$ cat config.mk
export PLATFORM = sky130hd
export DESIGN_NAME = comp_walker
export DESIGN_NICKNAME = d
export VERILOG_FILES = /design/src/rtl/walk_pkg.sv /design/src/rtl/walk_nav.sv /design/src/rtl/walk_bus.sv /design/src/rtl/comp_walker.sv
export SDC_FILE = /design/constraint.sdc
export NUM_CORES = 1
export LEC_CHECK = 0
export BUFFER_PORTS_ARGS = -buffer_cell sky130_fd_sc_hd__buf_2
export CAP_MARGIN = 30
export CELL_PAD_IN_SITES_DETAIL_PLACEMENT = 0
export CELL_PAD_IN_SITES_GLOBAL_PLACEMENT = 1
export CORE_MARGIN = 2
export CORE_UTILIZATION = 42
export CTS_CLUSTER_SIZE = 10
export DETAILED_ROUTE_END_ITERATION = 10
export PLACE_DENSITY = 0.78
export SYNTH_ARGS = -nofsm -noshare
export SYNTH_HDL_FRONTEND = slang
export SYNTH_SLANG_ARGS = --single-unit
$ cat constraint.sdc
create_clock -name clk -period 5.15 [get_ports clk]
set_input_delay 1.03 -clock clk [delete_from_list [all_inputs] [get_ports clk]]
set_output_delay 1.03 -clock clk [all_outputs]
set_load 0.005 [all_outputs]
$ cat src/rtl/walk_pkg.sv
package walk_pkg;

    typedef enum logic [1:0] {
        K_ZSTR = 2'd0,
        K_CSTR = 2'd1,
        K_ARR  = 2'd2,
        K_LIST = 2'd3
    } kind_e;

    typedef enum logic [1:0] {
        OP_NONE = 2'd0,
        OP_INIT = 2'd1,
        OP_STEP = 2'd2,
        OP_ADDR = 2'd3
    } op_e;

    typedef enum logic [2:0] {
        S_IDLE,
        S_CNT,
        S_WR,
        S_DATA,
        S_NPTR,
        S_PPTR
    } state_e;

endpackage

$ cat src/rtl/walk_nav.sv
module walk_nav
    import walk_pkg::*;
#(
    parameter int AW   = 16,
    parameter int STRW = 8
) (
    input  kind_e           kind,
    input  logic            back,
    input  logic [AW-1:0]   base,
    input  logic [AW-1:0]   cur,
    input  logic [AW-1:0]   idx,
    input  logic [AW-1:0]   cnt,
    input  logic [STRW-1:0] stride,
    input  logic [AW-1:0]   nptr,
    input  logic [AW-1:0]   pptr,
    input  logic            dbl,
    output logic            hit_end,
    output logic            hit_begin,
    output logic [AW-1:0]   tgt,
    output logic [AW-1:0]   idx_nx
);

    logic [AW:0]   idx_inc;
    logic [AW-1:0] pitch;

    always_comb begin
        idx_inc   = {1'b0, idx} + {{AW{1'b0}}, 1'b1};
        pitch     = (kind == K_ARR) ? AW'(stride) : AW'(1);
        hit_end   = 1'b0;
        hit_begin = 1'b0;
        tgt       = cur;
        idx_nx    = idx;
        unique case (kind)
            K_ZSTR: begin
                if (back) begin
                    hit_begin = (cur == base);
                    tgt       = cur - pitch;
                end else begin
                    tgt       = cur + pitch;
                end
            end
            K_CSTR, K_ARR: begin
                if (back) begin
                    hit_begin = (idx == '0);
                    tgt       = cur - pitch;
                    idx_nx    = idx - AW'(1);
                end else begin
                    hit_end   = (idx_inc >= {1'b0, cnt});
                    tgt       = cur + pitch;
                    idx_nx    = idx_inc[AW-1:0];
                end
            end
            default: begin
                if (back) begin
                    hit_begin = !dbl || (pptr == '0);
                    tgt       = pptr;
                end else begin
                    hit_end   = (nptr == '0);
                    tgt       = nptr;
                end
            end
        endcase
    end

endmodule

$ cat src/rtl/walk_bus.sv
module walk_bus #(
    parameter int AW  = 16,
    parameter int DW  = 32,
    parameter int ESW = 3
) (
    input  logic           clk,
    input  logic           rst_n,
    input  logic           start,
    input  logic [AW-1:0]  addr,
    input  logic [ESW-1:0] nbytes,
    input  logic           we,
    input  logic [DW-1:0]  wdata,
    output logic           done,
    output logic [DW-1:0]  rdata,
    output logic           req_valid,
    input  logic           req_ready,
    output logic [AW-1:0]  req_addr,
    output logic           req_we,
    output logic [7:0]     req_wdata,
    input  logic           rsp_valid,
    input  logic [7:0]     rsp_rdata
);

    typedef struct packed {
        logic           active;
        logic           pend;
        logic [ESW-1:0] bcnt;
        logic [DW-1:0]  asm;
        logic           done;
    } bus_t;

    bus_t q, d;

    always_comb begin
        d      = q;
        d.done = 1'b0;
        if (start) begin
            d.active = 1'b1;
            d.pend   = 1'b0;
            d.bcnt   = '0;
            d.asm    = '0;
        end else if (q.active) begin
            if (!q.pend && req_ready) begin
                d.pend = 1'b1;
            end
            if (q.pend && rsp_valid) begin
                d.pend = 1'b0;
                if (!we) begin
                    d.asm[{q.bcnt, 3'b000} +: 8] = rsp_rdata;
                end
                if (q.bcnt == nbytes - ESW'(1)) begin
                    d.active = 1'b0;
                    d.done   = 1'b1;
                end else begin
                    d.bcnt = q.bcnt + ESW'(1);
                end
            end
        end
    end

    always_ff @(posedge clk or negedge rst_n) begin
        if (!rst_n) begin
            q <= '0;
        end else begin
            q <= d;
        end
    end

    assign req_valid = q.active && !q.pend;
    assign req_addr  = addr + AW'(q.bcnt);
    assign req_we    = we;
    assign req_wdata = wdata[{q.bcnt, 3'b000} +: 8];
    assign done      = q.done;
    assign rdata     = q.asm;

endmodule

$ cat src/rtl/comp_walker.sv
module comp_walker
    import walk_pkg::*;
#(
    parameter int AW   = 16,
    parameter int DW   = 32,
    parameter int OFFW = 8,
    parameter int STRW = 8
) (
    input  logic            clk,
    input  logic            rst_n,
    input  logic            cmd_valid,
    input  logic [1:0]      cmd_op,
    input  logic            cmd_dir,
    input  logic [1:0]      cmd_mode,
    input  logic [DW-1:0]   cmd_wdata,
    input  logic [1:0]      cfg_kind,
    input  logic [AW-1:0]   cfg_base,
    input  logic [2:0]      cfg_esize,
    input  logic [STRW-1:0] cfg_stride,
    input  logic [AW-1:0]   cfg_count,
    input  logic [OFFW-1:0] cfg_doff,
    input  logic [OFFW-1:0] cfg_noff,
    input  logic [OFFW-1:0] cfg_poff,
    input  logic            cfg_dbl,
    output logic            busy_o,
    output logic [DW-1:0]   data_o,
    output logic            end_o,
    output logic            begin_o,
    output logic            mem_req_valid,
    input  logic            mem_req_ready,
    output logic [AW-1:0]   mem_req_addr,
    output logic            mem_req_we,
    output logic [7:0]      mem_req_wdata,
    input  logic            mem_rsp_valid,
    input  logic [7:0]      mem_rsp_rdata
);

    localparam int EB  = DW / 8;
    localparam int ESW = $clog2(EB) + 1;
    localparam int PB  = AW / 8;

    typedef struct packed {
        state_e          st;
        kind_e           kind;
        logic [AW-1:0]   base;
        logic [AW-1:0]   cur;
        logic [AW-1:0]   tgt;
        logic [AW-1:0]   cnt;
        logic [AW-1:0]   idx;
        logic [AW-1:0]   idx_t;
        logic [AW-1:0]   nptr;
        logic [AW-1:0]   pptr;
        logic [AW-1:0]   baddr;
        logic [ESW-1:0]  esz;
        logic [ESW-1:0]  bn;
        logic [STRW-1:0] stride;
        logic [OFFW-1:0] doff;
        logic [OFFW-1:0] noff;
        logic [OFFW-1:0] poff;
        logic [DW-1:0]   data;
        logic [DW-1:0]   bwd;
        logic            dbl;
        logic            busy;
        logic            endf;
        logic            begf;
        logic            init;
        logic            move;
        logic            back;
        logic            bwe;
        logic            go;
    } walk_t;

    walk_t q, d;

    logic          nav_back, nav_end, nav_begin;
    logic [AW-1:0] nav_tgt, nav_idx;
    logic          bus_done;
    logic [DW-1:0] bus_rdata;
    kind_e         cfg_kind_e;
    logic [ESW-1:0] esz_cfg;

    assign cfg_kind_e = kind_e'(cfg_kind);
    assign nav_back   = (q.st == S_IDLE) ? cmd_dir : q.back;

    function automatic walk_t launch(walk_t s, state_e st, logic [AW-1:0] a,
                                     logic [ESW-1:0] nb, logic we);
        s.st    = st;
        s.baddr = a;
        s.bn    = nb;
        s.bwe   = we;
        s.go    = 1'b1;
        s.busy  = 1'b1;
        return s;
    endfunction

    function automatic walk_t finish(walk_t s);
        s.st   = S_IDLE;
        s.busy = 1'b0;
        return s;
    endfunction

    function automatic logic [AW-1:0] field_addr(walk_t s, logic [AW-1:0] a);
        return (s.kind == K_LIST) ? a + AW'(s.doff) : a;
    endfunction

    function automatic walk_t do_move(walk_t s, logic e, logic b,
                                      logic [AW-1:0] t, logic [AW-1:0] ix);
        if (e) begin
            s.endf = 1'b1;
            s = finish(s);
        end else if (b) begin
            s.begf = 1'b1;
            s = finish(s);
        end else begin
            s.tgt   = t;
            s.idx_t = ix;
            s = launch(s, S_DATA, field_addr(s, t), s.esz, 1'b0);
        end
        return s;
    endfunction

    always_comb begin
        if (cfg_kind_e == K_ZSTR || cfg_kind_e == K_CSTR || cfg_esize == 3'd0) begin
            esz_cfg = ESW'(1);
        end else if (int'(cfg_esize) > EB) begin
            esz_cfg = ESW'(EB);
        end else begin
            esz_cfg = ESW'(cfg_esize);
        end
    end

    walk_nav #(.AW(AW), .STRW(STRW)) u_nav (
        .kind      (q.kind),
        .back      (nav_back),
        .base      (q.base),
        .cur       (q.cur),
        .idx       (q.idx),
        .cnt       (q.cnt),
        .stride    (q.stride),
        .nptr      (q.nptr),
        .pptr      (q.pptr),
        .dbl       (q.dbl),
        .hit_end   (nav_end),
        .hit_begin (nav_begin),
        .tgt       (nav_tgt),
        .idx_nx    (nav_idx)
    );

    walk_bus #(.AW(AW), .DW(DW), .ESW(ESW)) u_bus (
        .clk       (clk),
        .rst_n     (rst_n),
        .start     (q.go),
        .addr      (q.baddr),
        .nbytes    (q.bn),
        .we        (q.bwe),
        .wdata     (q.bwd),
        .done      (bus_done),
        .rdata     (bus_rdata),
        .req_valid (mem_req_valid),
        .req_ready (mem_req_ready),
        .req_addr  (mem_req_addr),
        .req_we    (mem_req_we),
        .req_wdata (mem_req_wdata),
        .rsp_valid (mem_rsp_valid),
        .rsp_rdata (mem_rsp_rdata)
    );

    always_comb begin
        d    = q;
        d.go = 1'b0;
        unique case (q.st)
            S_IDLE: begin
                if (cmd_valid) begin
                    unique case (op_e'(cmd_op))
                        OP_INIT: begin
                            d.kind   = cfg_kind_e;
                            d.base   = cfg_base;
                            d.cur    = cfg_base;
                            d.tgt    = cfg_base;
                            d.cnt    = cfg_count;
                            d.stride = cfg_stride;
                            d.doff   = cfg_doff;
                            d.noff   = cfg_noff;
                            d.poff   = cfg_poff;
                            d.dbl    = cfg_dbl;
                            d.esz    = esz_cfg;
                            d.nptr   = '0;
                            d.pptr   = '0;
                            d.idx    = '0;
                            d.idx_t  = '0;
                            d.endf   = 1'b0;
                            d.begf   = 1'b0;
                            d.init   = 1'b1;
                            d.back   = 1'b0;
                            unique case (cfg_kind_e)
                                K_ZSTR: d = launch(d, S_DATA, cfg_base, ESW'(1), 1'b0);
                                K_CSTR: d = launch(d, S_CNT, cfg_base, ESW'(1), 1'b0);
                                K_ARR: begin
                                    if (cfg_count == '0) begin
                                        d.endf = 1'b1;
                                        d.data = '0;
                                    end else begin
                                        d = launch(d, S_DATA, cfg_base, esz_cfg, 1'b0);
                                    end
                                end
                                default: begin
                                    if (cfg_base == '0) begin
                                        d.endf = 1'b1;
                                        d.data = '0;
                                    end else begin
                                        d = launch(d, S_DATA, cfg_base + AW'(cfg_doff),
                                                   esz_cfg, 1'b0);
                                    end
                                end
                            endcase
                        end
                        OP_STEP: begin
                            d.endf = 1'b0;
                            d.begf = 1'b0;
                            d.init = 1'b0;
                            d.back = cmd_dir;
                            if (cmd_mode != 2'd0) begin
                                d.data = cmd_wdata;
                                d.bwd  = cmd_wdata;
                                d.move = (cmd_mode != 2'd1);
                                d = launch(d, S_WR, field_addr(q, q.cur), q.esz, 1'b1);
                            end else begin
                                d = do_move(d, nav_end, nav_begin, nav_tgt, nav_idx);
                            end
                        end
                        OP_ADDR: d.data = DW'(q.cur);
                        default: ;
                    endcase
                end
            end
            S_CNT: begin
                if (bus_done) begin
                    d.cnt = AW'(bus_rdata[7:0]);
                    if (bus_rdata[7:0] == 8'h00) begin
                        d.endf = 1'b1;
                        d.data = '0;
                        d = finish(d);
                    end else begin
                        d.tgt   = q.base + AW'(1);
                        d.idx_t = '0;
                        d = launch(d, S_DATA, q.base + AW'(1), ESW'(1), 1'b0);
                    end
                end
            end
            S_WR: begin
                if (bus_done) begin
                    if (q.move) begin
                        d = do_move(d, nav_end, nav_begin, nav_tgt, nav_idx);
                    end else begin
                        d = finish(d);
                    end
                end
            end
            S_DATA: begin
                if (bus_done) begin
                    if (q.kind == K_ZSTR && !q.back && bus_rdata[7:0] == 8'h00) begin
                        d.endf = 1'b1;
                        if (q.init) begin
                            d.data = '0;
                            d.cur  = q.tgt;
                        end
                        d = finish(d);
                    end else begin
                        d.data = bus_rdata;
                        d.cur  = q.tgt;
                        d.idx  = q.idx_t;
                        if (q.kind == K_LIST) begin
                            d = launch(d, S_NPTR, q.tgt + AW'(q.noff), ESW'(PB), 1'b0);
                        end else begin
                            d = finish(d);
                        end
                    end
                end
            end
            S_NPTR: begin
                if (bus_done) begin
                    d.nptr = bus_rdata[AW-1:0];
                    if (q.dbl) begin
                        d = launch(d, S_PPTR, q.cur + AW'(q.poff), ESW'(PB), 1'b0);
                    end else begin
                        d = finish(d);
                    end
                end
            end
            S_PPTR: begin
                if (bus_done) begin
                    d.pptr = bus_rdata[AW-1:0];
                    d = finish(d);
                end
            end
            default: d = finish(d);
        endcase
    end

    always_ff @(posedge clk or negedge rst_n) begin
        if (!rst_n) begin
            q      <= '0;
            q.st   <= S_IDLE;
            q.kind <= K_ZSTR;
        end else begin
            q <= d;
        end
    end

    assign busy_o  = q.busy;
    assign data_o  = q.data;
    assign end_o   = q.endf;
    assign begin_o = q.begf;

endmodule

Yosys cells after proc, flatten, opt, wreduce, memory -nomap -nowiden
Cells that the tools add are included.

cells by class
  add/subtract/negate cells = 14
  magnitude comparators = 2
  equal/unequal tests = 55
  shift-type cells = 3
  multiplexer cells = 61
  bitwise operators = 7
  reductions and logical operators = 55

operator list
  cell                    number
  $mux 260                12
  $pmux 260 s6            1
  $mux 259                4
  $pmux 260 s3            1
  $mux 187                2
  $pmux 187 s2            1
  $mux 16                 8
  $mux 32                 4
  $pmux 32 s3             1
  $pmux 41 s2             1
  $add 16x8->16           5
  $logic_not 16->1        5
  $mux 38                 2
  $reduce_and 9->1        5
  $reduce_and 10->1       4
  $mux 37                 1
  $bwmux 32               1
  $ne 2x2->1 const B      16
  $shift 8x8->32 const A  1
  $shiftx 32x7->8         1
  $shiftx 8x8->32         1
  $reduce_and 15->1       2
  $ne 3x3->1 const B      7
  $reduce_and 19->1       1
  other kinds (47)        110

word-level totals
  register bits after elaboration = 298
  input port bits = 120
  word-level logic and storage cells = 230

Longest topological paths before layout
  depth after elaboration = 13
  depth in mapped cells = 26
  depth with buffers taken out = 26

By module
Synthesis repeated with hierarchy kept, for this count alone.

second synthesis, totals
  cells, all modules = 2407
  area total of the unflattened synthesis = 20699.9 µm²

by module, submodules not included
  module       times used  cells each  area an instance (µm²)
  comp_walker  1           1673        14991.9
  walk_nav     1           448         3027.9
  walk_bus     1           286         2680.1

Least setup slack after synthesis
Ideal clock, no wire load.

  path type = input to register
  start point = input port cmd_dir
  end point = register q[123] (netlist name)
  setup time = 121 ps
  data arrival time = 5278 ps
  required time = 5029 ps
  setup slack = -250 ps
  cell stages on the path = 23
  path through = mux2i_2 > buf_6 > clkbuf_1 > buf_1 > nand2_1 > o21ai_0 > inv_1 > ha_1 > nor2b_1 > o211ai_1 > nand2_1 > a31oi_1 > xnor2_1 > nor2_1 > a31oi_1 > ha_1 > or3_1 > o21a_1 > nand2_1 > nand4b_1 > a32o_1 > o32a_1 > o22a_1

on the way
  cells in the longest elaborated chain, start to end = 11
  elaborated cells on any way between the ends = 28

RTL lines
  item                               line                                            text
  start, declared                    comp_walker.sv:13                               input logic cmd_dir,
  $mux 1 (*)                         comp_walker.sv:83                               assign nav_back = (q.st == S_IDLE) ? cmd_dir : q.back;
  $mux 16, on equally long branches  walk_nav.sv:54, walk_nav.sv:35, walk_nav.sv:43
  $mux 16                            -
  $add 16x8->16                      comp_walker.sv:103                              return (s.kind == K_LIST) ? a + AW'(s.doff) : a;
  $mux 16                            comp_walker.sv:103
  $mux 259                           comp_walker.sv:111                              end else if (b) begin
  $mux 260                           comp_walker.sv:108                              if (e) begin
  $mux 260                           comp_walker.sv:222                              if (cmd_mode != 2'd0) begin
  $pmux 187 s2                       comp_walker.sv:174                              unique case (op_e'(cmd_op))
  $mux 260                           comp_walker.sv:173                              if (cmd_valid) begin
  $pmux 260 s6                       comp_walker.sv:171                              unique case (q.st)
  end, declared                      comp_walker.sv:73                               walk_t q, d;

Mark *: on every way between the ends. The rest lies on a longest branch, timed or not. The select of a mux whose other input is x is not followed.
A chain may end at the register's enable or synchronous reset.

Worst setup path after layout
  start point = register, netlist name q[255]
  end point = register q[123] (netlist name)

on the way
  cells in the longest elaborated chain, start to end = 13
  elaborated cells on any way between the ends = 35

RTL lines
  item                                              line                            text
  $eq 2x2->1                                        walk_nav.sv:28, walk_nav.sv:33
  $mux 8                                            walk_nav.sv:28                  pitch = (kind == K_ARR) ? AW'(stride) : AW'(1);
  $add 16x16->16 or $sub 16x16->16 (tied branches)  -
  $mux 16                                           walk_nav.sv:35, walk_nav.sv:43
  $mux 16                                           -
  $add 16x8->16                                     comp_walker.sv:103
  $mux 16                                           comp_walker.sv:103
  $mux 259                                          comp_walker.sv:111
  $mux 260                                          comp_walker.sv:108
  $mux 260                                          comp_walker.sv:222
  $pmux 187 s2                                      comp_walker.sv:174
  $mux 260                                          comp_walker.sv:173
  $pmux 260 s6                                      comp_walker.sv:171

Several ways; a longest one is shown, not always the timed one. The select of a mux whose other input is x is not followed.

==> metrics.log <==
[metrics] achievable frequency: 208 MHz
[metrics] Clk Latency, worst-skew pair: 0.59 ns
[metrics] I/O Pins: 181
[metrics] number of maximum-capacitance violations: 0
[metrics] count of nets after finishing: 2653
[metrics] outcome: finished clean
[metrics] footprint of the flip-flops and latches: 7460 um2
[metrics] deepest level of the CTS H-tree: 2
[metrics] startpoint class of the critical path: register
[metrics] worst hold path type: in -> async
[metrics] number of distinct library cells after synthesis: 92
[metrics] multi-input logic area: 11600 um2
[metrics] area added between synthesis and finish: 14.2%
[metrics] Clock Path Buffers: 3
[metrics] pin count of the biggest net entering global routing: 107
[metrics] setup slack on the worst flop-to-flop path: 0.33 ns
[metrics] clock transition at the registers of the reported paths: 0.06 ns
[metrics] type of element capturing the critical path: register
[metrics] number of placed instances, taps included: 3005
[metrics] maximum fanout count along the critical path: 8
[metrics] CTS tree: yes
[metrics] cell at the root of the clock tree: sky130_fd_sc_hd__clkbuf_16
[metrics] Routed wire per std cell: 24.9 um
[metrics] global route total overflow: 0
[metrics] total power consumption of the routed design: 12.8 mW
[metrics] number of inserted filler cells in the final layout: 4632
[metrics] initial antenna violation count: 4
[metrics] post-synthesis instance total: 2304
[metrics] Netlist Area Pre-Place: 20100 um2
[metrics] power density over the cells: 560 nW/um2
[metrics] Die Wd: 223 um
[metrics] leakage power total: 10.3 nW
[metrics] vertical die dimension: 223 um
[metrics] proportion of layout cells with a drive suffix above 1: 15.2%
[metrics] worst hold margin: 0.471 ns
[metrics] global-route wire length before repair: 114000 um
[metrics] pins over their slew limit: 0
[metrics] final count of hold timing violations: 0
[metrics] TritonCTS Sinks: 298
[metrics] drt total wl: 76400 um
[metrics] worst vdd ir: 326 uV
[metrics] post-synthesis average cell area: 8.70 um2
[metrics] via count: 19000
[metrics] nets in the synthesized netlist: 2525
[metrics] vias per inst: 6.20
[metrics] Inserted Diodes: 0
[metrics] measured slew at the worst slew-check pin: 1.07 ns
[metrics] kind of critical path: reg -> reg
[metrics] count of yosys warnings during synthesis: 0
[metrics] share of synthesized registers carrying an async set or reset: 100%
[metrics] count of flip-flops with a built-in enable after synthesis: 0
[metrics] required arrival time at the worst endpoint: 5.60 ns
[metrics] RSZ-0062 raised after global routing: false
[metrics] Total GRT Usage: 30.5%
[metrics] setup tns final: 0 ns
[metrics] HPWL Detailed: 57700 um
[metrics] Layout Cells excl Fill: 3062
[metrics] starting density of the core: 42.3%
[metrics] Pre-Repair DR Iteration Count: 6
[metrics] Seq cells post-synth: 298
[metrics] number of hold-repair buffers added at the cts stage: 0
[metrics] post-route setup slack: 0.335 ns
[metrics] count of endpoints failing setup in the final report: 0
[metrics] core footprint: 47400 um2
[metrics] Site Rows: 80
[metrics] minimum setup slack after placement: 0.0313 ns
[metrics] GPL Wtd Cong: 0.959
[metrics] signal arrival time at the worst endpoint: 5.26 ns
[metrics] antenna violation net count after detailed routing: 0
[metrics] die area: 49500 um2
[metrics] worst clock skew: 0.0365 ns
[metrics] number of buffers added on ports: 180
[metrics] time the worst path needs with I/O delays and setup: 4.82 ns
[metrics] CTS Buf Count: 38
[metrics] via count of the first global-routing pass: 18300
[metrics] max-slew headroom at the worst pin: 28.6%
[metrics] total DRC errors in the routed layout: 0
[metrics] post-route fraction of the period consumed by the critical path: 93.5%
[metrics] sequential element share of the synthesized area: 37.2%
[metrics] count of routing violations after the opening detailed-route iteration: 2002
[metrics] Top FF cell, synth: sky130_fd_sc_hd__dfrtp_1
placed cells by master (no fill, tap or decap), drive strengths merged, types with 83 or more instances in the layout:
cell / instances
nand2: 279
xnor2: 83
nor2: 174
a22o: 91
buf: 266
a21oi: 105
ha: 94
dfrtp: 298
o21ai: 225
per-layer routing:
metal	global-route usage, %	up-vias	share of wire (%)
met5	0	-	0.041
met4	13.4	6	4.6
met3	6.74	165	9.0
met2	45.6	850	44
met1	42.2	9327	43
li1	-	8628	-
worst paths after layout:
kind	from	to	cells past startpoint
hold reg to reg	data_o[9]	data_o[9]	2
setup / recovery	q[255]	q[123]	24
hold / removal	rst_n	q[117]	1
max in group asynchronous	rst_n	data_o[25]	2
min in group clk	data_o[9]	data_o[9]	2
setup reg to reg	q[255]	q[123]	24
stage by stage:
step / area (um2) / utilization, %
after floorplan: 20100 / -
after global placement: 21700 / 45.6
after detailed placement: 21700 / 45.7
after CTS: 22800 / 48.1
after global routing: 22900 / 48.3
final: 22900 / 48.3
sequential cells by signal, indices dropped and copies added, names as in the netlist:
signal	cells
u_bus.done	1
begin_o	1
u_bus.rdata	32
end_o	1
busy_o	1
data_o	32
u_bus.q	5
q	225
worst max-delay path, cell delays in order, from the launching register on:
cell and delay (ns):
sky130_fd_sc_hd__dfrtp_1 0.42, sky130_fd_sc_hd__inv_1 0.14, sky130_fd_sc_hd__ha_4 0.21, sky130_fd_sc_hd__nand2_1 0.11, sky130_fd_sc_hd__ha_4 0.20, sky130_fd_sc_hd__nor2_2 0.12
sky130_fd_sc_hd__nor2_1 0.05, sky130_fd_sc_hd__a31oi_1 0.14, sky130_fd_sc_hd__o21ai_0 0.11, sky130_fd_sc_hd__ha_1 0.34, sky130_fd_sc_hd__and2_1 0.17, sky130_fd_sc_hd__a221oi_2 0.24
sky130_fd_sc_hd__nand2_1 0.11, sky130_fd_sc_hd__buf_4 0.15, sky130_fd_sc_hd__xnor2_1 0.17, sky130_fd_sc_hd__mux2i_1 0.12, sky130_fd_sc_hd__ha_1 0.40, sky130_fd_sc_hd__and3_1 0.21
sky130_fd_sc_hd__a21oi_2 0.05, sky130_fd_sc_hd__nand3_1 0.14, sky130_fd_sc_hd__nand2_2 0.09, sky130_fd_sc_hd__nand4b_1 0.19, sky130_fd_sc_hd__a32o_1 0.29, sky130_fd_sc_hd__o32a_1 0.34
sky130_fd_sc_hd__o22a_1 0.19
cell families (layout without fill, tap and decap cells):
family,count (synthesis),count (layout),share of synthesized area (%)
xor gates and xnor gates,148,148,6.46
DFF,298,298,37.2
buffers and inverters,249,392,5.45
and+or+nand+nor,749,749,17.6
adders and majority gates,101,101,6.56
AOI/OAI and AO/OA,725,725,24.5
muxes,34,34,2.23
cells in the mapped netlist (5+ instances only):
| cell type | number | share of area (%) |
|---|---|---|
| sky130_fd_sc_hd__buf_2 | 15 | 0.37 |
| sky130_fd_sc_hd__clkbuf_1 | 117 | 2.2 |
| sky130_fd_sc_hd__a21boi_0 | 5 | 0.19 |
| sky130_fd_sc_hd__a221oi_1 | 19 | 0.83 |
| sky130_fd_sc_hd__a22o_1 | 91 | 4.0 |
| sky130_fd_sc_hd__o21ai_1 | 11 | 0.27 |
| sky130_fd_sc_hd__o22ai_1 | 6 | 0.19 |
| sky130_fd_sc_hd__o211ai_1 | 19 | 0.71 |
| sky130_fd_sc_hd__and2_1 | 23 | 0.72 |
| sky130_fd_sc_hd__inv_1 | 68 | 1.3 |
| sky130_fd_sc_hd__and3_1 | 31 | 0.97 |
| sky130_fd_sc_hd__mux2i_1 | 23 | 1.1 |
| sky130_fd_sc_hd__o31ai_1 | 8 | 0.30 |
| sky130_fd_sc_hd__a32o_1 | 25 | 1.2 |
| sky130_fd_sc_hd__a21oi_1 | 105 | 2.6 |
| sky130_fd_sc_hd__and4_1 | 8 | 0.35 |
| sky130_fd_sc_hd__o21ai_0 | 213 | 5.3 |
| sky130_fd_sc_hd__nor2_1 | 173 | 3.2 |
| sky130_fd_sc_hd__buf_1 | 12 | 0.22 |
| sky130_fd_sc_hd__o2111ai_1 | 5 | 0.22 |
| sky130_fd_sc_hd__ha_1 | 94 | 5.9 |
| sky130_fd_sc_hd__or2_2 | 5 | 0.16 |
| sky130_fd_sc_hd__o21a_1 | 14 | 0.52 |
| sky130_fd_sc_hd__nand4_1 | 26 | 0.81 |
| sky130_fd_sc_hd__fa_1 | 7 | 0.70 |
| sky130_fd_sc_hd__nand2b_1 | 13 | 0.41 |
| sky130_fd_sc_hd__o221ai_1 | 5 | 0.22 |
| sky130_fd_sc_hd__dfrtp_1 | 298 | 37 |
| sky130_fd_sc_hd__buf_4 | 33 | 1.2 |
| sky130_fd_sc_hd__a32oi_1 | 12 | 0.52 |
| sky130_fd_sc_hd__a22oi_1 | 45 | 1.7 |
| sky130_fd_sc_hd__xor2_1 | 65 | 2.8 |
| sky130_fd_sc_hd__nor3_1 | 43 | 1.1 |
| sky130_fd_sc_hd__mux4_2 | 8 | 0.90 |
| sky130_fd_sc_hd__a21o_1 | 31 | 1.2 |
| sky130_fd_sc_hd__xnor2_1 | 83 | 3.6 |
| sky130_fd_sc_hd__a211oi_1 | 27 | 1.0 |
| sky130_fd_sc_hd__nand2_1 | 278 | 5.2 |
| sky130_fd_sc_hd__nor4_1 | 21 | 0.66 |
| sky130_fd_sc_hd__or3_1 | 14 | 0.44 |
| sky130_fd_sc_hd__nor2b_1 | 11 | 0.34 |
| sky130_fd_sc_hd__a31oi_1 | 29 | 0.90 |
| sky130_fd_sc_hd__nand3_1 | 68 | 1.7 |
| sky130_fd_sc_hd__or4_1 | 8 | 0.30 |
layout make-up:
class	instances	area share, %
clock buffers	46	4.46
clock inverters	9	0.492
inverters	70	1.15
multi-input cells	1757	50.8
flip-flops and latches	298	32.6
well taps	615	3.36
repair buffers	267	7.13
repair_timing:
action / in CTS / in global routing
setup endpoints to repair: 0 / 26
setup buffers: 0 / 0
gates resized for setup: 0 / 10
where the power goes:
group          internal [mW]  switching (mW)  leakage [nW]  total, mW
clock                   1.41            1.09         0.554       2.51
combinational           2.58            4.07          5.71       6.65
sequential              2.87           0.789          4.06       3.66
total                   6.87            5.95          10.3       12.8
Note: power is estimated with default switching activity, not from simulation.
